[src/rtl/fp_mul.sv]
module fp_mul #(
  parameter int EXP_W  = 8,
  parameter int FRAC_W = 23
) (
  input  logic                      clk,
  input  logic                      rst_n,
  input  logic                      in_valid,
  input  logic [EXP_W+FRAC_W:0]     a,
  input  logic [EXP_W+FRAC_W:0]     b,
  output logic                      out_valid,
  output logic [EXP_W+FRAC_W:0]     result,
  output logic                      ovf,
  output logic                      unf
);
  localparam int W    = 1 + EXP_W + FRAC_W;
  localparam int MW   = FRAC_W + 1;
  localparam int PW   = 2 * MW;
  localparam int SW   = EXP_W + 2;
  localparam int BIAS = (1 << (EXP_W - 1)) - 1;
  localparam int EMAX = (1 << EXP_W) - 1;

  localparam logic [1:0] K_NUM  = 2'd0;
  localparam logic [1:0] K_ZERO = 2'd1;
  localparam logic [1:0] K_INF  = 2'd2;
  localparam logic [1:0] K_NAN  = 2'd3;

  localparam logic [EXP_W-1:0]  E_ONES = '1;
  localparam logic [FRAC_W-1:0] F_QNAN = {1'b1, {(FRAC_W-1){1'b0}}};
  localparam logic [W-1:0]      QNAN   = {1'b0, E_ONES, F_QNAN};

  // operand decode
  wire [EXP_W-1:0]  ea = a[W-2:FRAC_W];
  wire [EXP_W-1:0]  eb = b[W-2:FRAC_W];
  wire [FRAC_W-1:0] fa = a[FRAC_W-1:0];
  wire [FRAC_W-1:0] fb = b[FRAC_W-1:0];

  wire a_zero = (ea == '0);
  wire b_zero = (eb == '0);
  wire a_inf  = (ea == E_ONES) && (fa == '0);
  wire b_inf  = (eb == E_ONES) && (fb == '0);
  wire a_nan  = (ea == E_ONES) && (fa != '0);
  wire b_nan  = (eb == E_ONES) && (fb != '0);

  logic [1:0] kind_d;
  always_comb begin
    if (a_nan || b_nan || (a_inf && b_zero) || (b_inf && a_zero))
      kind_d = K_NAN;
    else if (a_inf || b_inf)
      kind_d = K_INF;
    else if (a_zero || b_zero)
      kind_d = K_ZERO;
    else
      kind_d = K_NUM;
  end

  wire [SW-1:0] esum_d = SW'(ea) + SW'(eb) - SW'(BIAS);
  wire [PW-1:0] prod_d = PW'({1'b1, fa}) * PW'({1'b1, fb});

  // stage 1
  logic          v1, s1;
  logic [1:0]    k1;
  logic [SW-1:0] e1;
  logic [PW-1:0] p1;

  always_ff @(posedge clk) begin
    if (!rst_n) begin
      v1 <= 1'b0;
      s1 <= 1'b0;
      k1 <= K_ZERO;
      e1 <= '0;
      p1 <= '0;
    end else begin
      v1 <= in_valid;
      s1 <= a[W-1] ^ b[W-1];
      k1 <= kind_d;
      e1 <= esum_d;
      p1 <= prod_d;
    end
  end

  // normalize and pack
  wire              top   = p1[PW-1];
  wire [SW-1:0]     enorm = e1 + SW'(top);
  wire [FRAC_W-1:0] fnorm = top ? p1[PW-2 -: FRAC_W] : p1[PW-3 -: FRAC_W];
  wire              big   = $signed(enorm) > $signed(SW'(EMAX - 1));
  wire              tiny  = $signed(enorm) < $signed(SW'(1));

  logic [W-1:0] res_d;
  logic         ovf_d, unf_d;
  always_comb begin
    ovf_d = 1'b0;
    unf_d = 1'b0;
    case (k1)
      K_NAN:  res_d = QNAN;
      K_INF:  res_d = {s1, E_ONES, {FRAC_W{1'b0}}};
      K_ZERO: res_d = {s1, {(W-1){1'b0}}};
      default: begin
        if (big) begin
          res_d = {s1, E_ONES, {FRAC_W{1'b0}}};
          ovf_d = 1'b1;
        end else if (tiny) begin
          res_d = {s1, {(W-1){1'b0}}};
          unf_d = 1'b1;
        end else begin
          res_d = {s1, enorm[EXP_W-1:0], fnorm};
        end
      end
    endcase
  end

  // stage 2
  always_ff @(posedge clk) begin
    if (!rst_n) begin
      out_valid <= 1'b0;
      result    <= '0;
      ovf       <= 1'b0;
      unf       <= 1'b0;
    end else begin
      out_valid <= v1;
      result    <= res_d;
      ovf       <= ovf_d;
      unf       <= unf_d;
    end
  end
endmodule


[config.mk]
export PLATFORM = sky130hd
export DESIGN_NAME = fp_mul
export DESIGN_NICKNAME = d
export VERILOG_FILES = /design/src/rtl/fp_mul.sv
export SDC_FILE = /design/constraint.sdc
export NUM_CORES = 2
export LEC_CHECK = 0
export BUFFER_PORTS_ARGS = -buffer_cell sky130_fd_sc_hd__buf_2
export CAP_MARGIN = 20
export CORE_MARGIN = 8
export CORE_UTILIZATION = 35
export CTS_BUF_LIST = sky130_fd_sc_hd__clkbuf_4 sky130_fd_sc_hd__clkbuf_8
export CTS_CLUSTER_DIAMETER = 40
export CTS_CLUSTER_SIZE = 14
export DETAILED_ROUTE_END_ITERATION = 8
export GPL_ROUTABILITY_DRIVEN = 0
export GPL_TIMING_DRIVEN = 0
export PLACE_DENSITY_LB_ADDON = 0.25
export SKIP_CTS_REPAIR_TIMING = 1
export SYNTH_ARGS = -nofsm -noshare
export SYNTH_HDL_FRONTEND = slang
export SYNTH_SLANG_ARGS = --single-unit
[constraint.sdc]
create_clock -name clk -period 8.3 [get_ports clk]
set_input_delay 1.245 -clock clk [delete_from_list [all_inputs] [get_ports clk]]
set_output_delay 1.245 -clock clk [all_outputs]
set_load 0.01 [all_outputs]
**Word level (Yosys, flattened, before mapping)**

Index checks and enable logic that the tools add are counted.

- Input port bits: 67
- Register bits: 97
- Output and inout port bits: 35
- Word-level logic and storage cells: 52

- Mux-type cells: 9
- Reductions and logical operators: 20
- Order comparisons: 2
- Multipliers: 1
- Bitwise operators: 2
- Equal/unequal tests: 5
- $add $sub $neg: 3

Operators with widths:

| cell | count |
|---|---|
| $pmux 32 s3 | 1 |
| $mux 31 | 2 |
| $mul 24x24->48 | 1 |
| $logic_not 23->1 | 2 |
| $reduce_bool 23->1 | 2 |
| $mux 23 | 1 |
| $eq 8x8->1 const B | 2 |
| $logic_not 8->1 | 2 |
| $add 10x1->10 | 1 |
| $gt 10x9->1 const B | 1 |
| $lt 10x2->1 const B | 1 |
| $sub 9x7->10 const B | 1 |
| $add 8x8->9 | 1 |
| $logic_and 1x1->1 | 6 |
| $logic_or 1x1->1 | 5 |
| $reduce_or 5->1 | 1 |
| $eq 2x2->1 const B | 2 |
| $mux 2 | 2 |
| $reduce_or 4->1 | 1 |
| $mux 1 | 3 |
| $eq 2x1->1 const B | 1 |
| $reduce_or 2->1 | 1 |
| $not 1->1 | 1 |
| $xor 1x1->1 | 1 |

**Depth between registers and ports, before layout**

- Word-level depth: 6
- Gate-level depth with buffers: 26
- Mapped depth without buffers: 25

**Worst setup path before layout**

No wires, ideal clock.

- Path kind: input -> register
- Start: input port b[0]
- End: register p1[46]
- Required time: 8228 ps
- Stages: 26
- Path buffers: 2
- Slack: 866 ps
- Arrival time: 7362 ps
- Setup time: 72 ps
- Cell sequence: buf_2 -> clkbuf_1 -> and2_1 -> fa_1 -> fa_1 -> inv_1 -> fa_1 -> inv_1 -> fa_1 -> inv_1 -> fa_1 -> inv_1 -> fa_1 -> inv_1 -> fa_1 -> inv_1 -> ha_1 -> a211oi_1 -> o21ai_1 -> a221oi_2 -> nand3_1 -> o211ai_1 -> a21oi_1 -> or2_1 -> a21oi_1 -> mux2i_1

- Word-level cells in the longest chain between the ends: 1

RTL lines:

| item | line | RTL |
|---|---|---|
| start, declared | 9 | `input logic [EXP_W+FRAC_W:0] b,` |
| $mul 24x24->48 | 57 | `wire [PW-1:0] prod_d = PW'({1'b1, fa}) * PW'({1'b1, fb});` |
| end signal, assigned | 77 | `p1 <= prod_d;` |
| end, declared | 63 | `logic [PW-1:0] p1;` |

Every way passes these cells.
A chain may end at the register's enable or synchronous reset.

**Final worst setup path**

- Start: input port a[20]
- End: register p1[47]

- Word-level cells in the longest chain between the ends: 1

RTL lines:

| item | line | RTL |
|---|---|---|
| start, declared | 8 | `input logic [EXP_W+FRAC_W:0] a,` |
| $mul 24x24->48 | 57 |  |

Every way passes these cells.

==> results_dict.tcl <==
set metrics [dict create \
    path_max_fanout 10 \
    drive_gt1_share_pct 9.06 \
    place_area_mm2 0.0224 \
    htreeDepth 3 \
    drv_cap 0 \
    cts_buffers 9 \
    synth_compound_area_share_pct 3.95 \
    rsz0062_at_grt "false" \
    grt_usage_pct 20.7 \
    tightest_slew_ns 0.789 \
    io_pins 102 \
    first_pass_iters 5 \
    synth_top_family_by_area "adder cells" \
    ant_nets 0 \
    r2r_slack_ns 5.36 \
    fin_area_mm2 0.0230 \
    nets 3179 \
    yosys.area.top_type "fa_1" \
    wl_per_cell_um 21.2 \
    startpoint_type "primary input" \
    critPathCaptureType "register" \
    synth_mux_area_share_pct 1.15 \
    cts_tree "done" \
    period_needed_ns 8.10 \
    netlist_area_mm2 0.0210 \
    synthDistinctLibCells 61 \
    antenna_found_initial 7 \
    die_y_um 261 \
    hpwl_mm 58.3 \
    hp-class "register to register" \
    num_rows 89 \
    fin_cells 3223 \
    syn_nets 3057 \
    synthAdderAreaFrac_pct 57.2 \
    core_area_mm2 0.0591 \
    drt-total-wl_mm 68.5 \
    ys_seq_elements 74 \
    finClkSkew_ns 0.0101 \
    ys_warn_count 0 \
    crit_type "primary input to register" \
    start_util_pct 35.4 \
    ys_seq_area_share_pct 7.07 \
    max_stage_delay_ns 0.68 \
    synth-simple-area-share_pct 17.0 \
    grt_pass1_wl_mm 105 \
    crit_path_frequent_cell "fa_1" \
    cp_cell_sequence "buf_2, buf_4, nand2_1, fa_1, inv_1, fa_1, inv_1, fa_1, fa_1, inv_1, fa_1, fa_1, inv_1, fa_1, inv_1, ha_1, a21oi_4, a21boi_1, o31ai_2, o211ai_1, nand2_1, a21oi_1, o31a_1, nor4_2" \
    synthArstFlopShare_pct 0 \
    required_ns 8.53 \
    setup_viol 0 \
    die_x_um 261 \
    fillers 6043 \
    slowest_stage "fa_1" \
    synth-xor-area-share_pct 1.46 \
    cts_root_buf "clkbuf_8" \
    drtIter0Drc 1140 \
    clock_latency_ns 0.35 \
    max-slew-margin-rel_pct 47.4 \
    grt_max_degree 12 \
    grt_pass1_vias 17200 \
    die_area_mm2 0.0679 \
    overflow 0 \
    synth.top_cells.by_area "fa_1 46%, ha_1 11%, inv_1 10%" \
    cts_sinks 74 \
    viasPerCell 4.96 \
    slew_viol_final 0 \
    max_freq_ghz 0.123 \
    status "finished, final reports clean" \
    period_share_pct 97.6 \
    port_buffers 100 \
    syn_avg_cell_area_um2 9.02 \
    synth_edf_count 0 \
    synth_top_area_share_pct 46.1 \
    cp_top_family "adder cells" \
    synthFlopType "dfxtp_1" \
    crit_arrival_ns 8.34 \
    path_clk_slew_ns 0.08 \
    synthCells 2322 \
    dp.cells 3196 \
    clock_path_buffers 2 \
    worst-path-buf-inv 7 \
    finalHoldViolCount 0 \
    via_count 16000 \
    drc_errors 0 \
    syn_to_final_growth_pct 9.83 \
]
-- cell usage after synthesis (2+ instances only) --
cell type and count:
inv_1 574, fa_1 482, nand2_1 271, and2_1 258, ha_1 186, nor2_1 114
clkbuf_1 98, dfxtp_1 74, a21oi_1 44, mux2i_1 24, xnor2_1 18, xor2_1 17
a21o_1 16, nand3_1 16, nor4_1 16, nand4_1 14, o21ai_0 11, nor2b_1 7
a211oi_1 6, nor3_1 6, nand2b_1 5, o21bai_1 5, a31oi_1 4, o2111ai_1 3
o211ai_1 3, o21a_1 3, or2_2 3, a21boi_0 2, a221oi_1 2, and3_1 2
buf_1 2, buf_4 2, clkinv_1 2, nor3b_1 2, o21ai_1 2, o31ai_1 2
or3_1 2
-- worst reg2reg max path: stages (launching register included) --
cell      delay [ns]
dfxtp_1         0.34
ha_1            0.24
ha_1            0.26
xor2_1          0.29
and3_1          0.20
nand3_1         0.07
or4_1           0.54
a21oi_2         0.25
nand2b_1        0.16
or2_2           0.21
buf_4           0.21
nor2_1          0.07
-- final timing paths --
check,start,to,cells past startpoint
worst max-delay path,a[20],p1[47]$_SDFF_PN0_,24
worst min-delay path,s1$_SDFF_PN0_,result[31]$_SDFF_PN0_,2
worst max register to register,p1[47]$_SDFF_PN0_,result[1]$_SDFF_PN0_,11
worst min register to register,s1$_SDFF_PN0_,result[31]$_SDFF_PN0_,2
-- layout by cell type, fill, tap and decap left out, drive strengths merged, types with 5 or more instances in the layout --
master,synthesis,layout
clkbuf,98,91
o21ai,14,14
nand2b,5,5
o21bai,5,5
a21oi,45,45
nor4,17,17
inv,574,571
a211oi,6,6
nor2,114,114
xnor2,18,18
fa,482,482
buf,5,137
nor2b,7,7
xor2,17,17
nand2,271,271
nand4,14,14
a21o,16,16
nand3,16,16
mux2i,24,24
nor3,6,6
and2,258,258
ha,186,186
dfxtp,74,74
-- routing by layer --
layer / wire length (µm) / GRT usage, % / share of wire [%]
met1: 28200 / 26.8 / 41
met2: 30800 / 32.5 / 45
met3: 6740 / 6.19 / 9.8
met4: 2740 / 7.40 / 4.0
met5: 11 / 0 / 0.016
-- logic make-up after synthesis --
kind of cell    after synthesis
xor+xnor                     35
mux                          24
compound gates              119
fa+ha+maj                   668
flops                        74
simple gates                723
buf+inv                     679
-- per-stage QoR --
step | setup WS (ns) | setup TNS [ns] | util (%) | hold WS [ns]
floorplan | 0.866 | 0 | - | 0.397
global placement | -1.67 | -25.53 | 37.9 | 0.418
CTS | -1.28 | -14.95 | 38.3 | 0.421
detailed placement | -1.64 | -23.32 | 37.9 | 0.417
finish | 0.196 | 0 | 38.9 | 0.416
global route | 0.00290 | 0 | 38.9 | 0.448
-- area by class of cell --
cell class	count	area [µm²]	area share, %
repair buffers	113	626	2.72
inverters	576	2180	9.46
plain buffers	101	567	2.46
multi-input cells	1569	17000	73.8
clock inverters	2	35.0	0.152
well taps	773	967	4.20
clock buffers	14	174	0.756
flip-flops and latches	74	1480	6.44
diodes	1	2.50	0.0109
-- sequential cells by signal, summed over array words and instances (netlist names) --
register and count:
e1 10, k1 2, out_valid 1, ovf 1
p1 25, result 32, s1 1, unf 1
v1 1
Power is not shown: default switching activity piles up to over one toggle a cycle in this logic, so the estimate is an artifact.
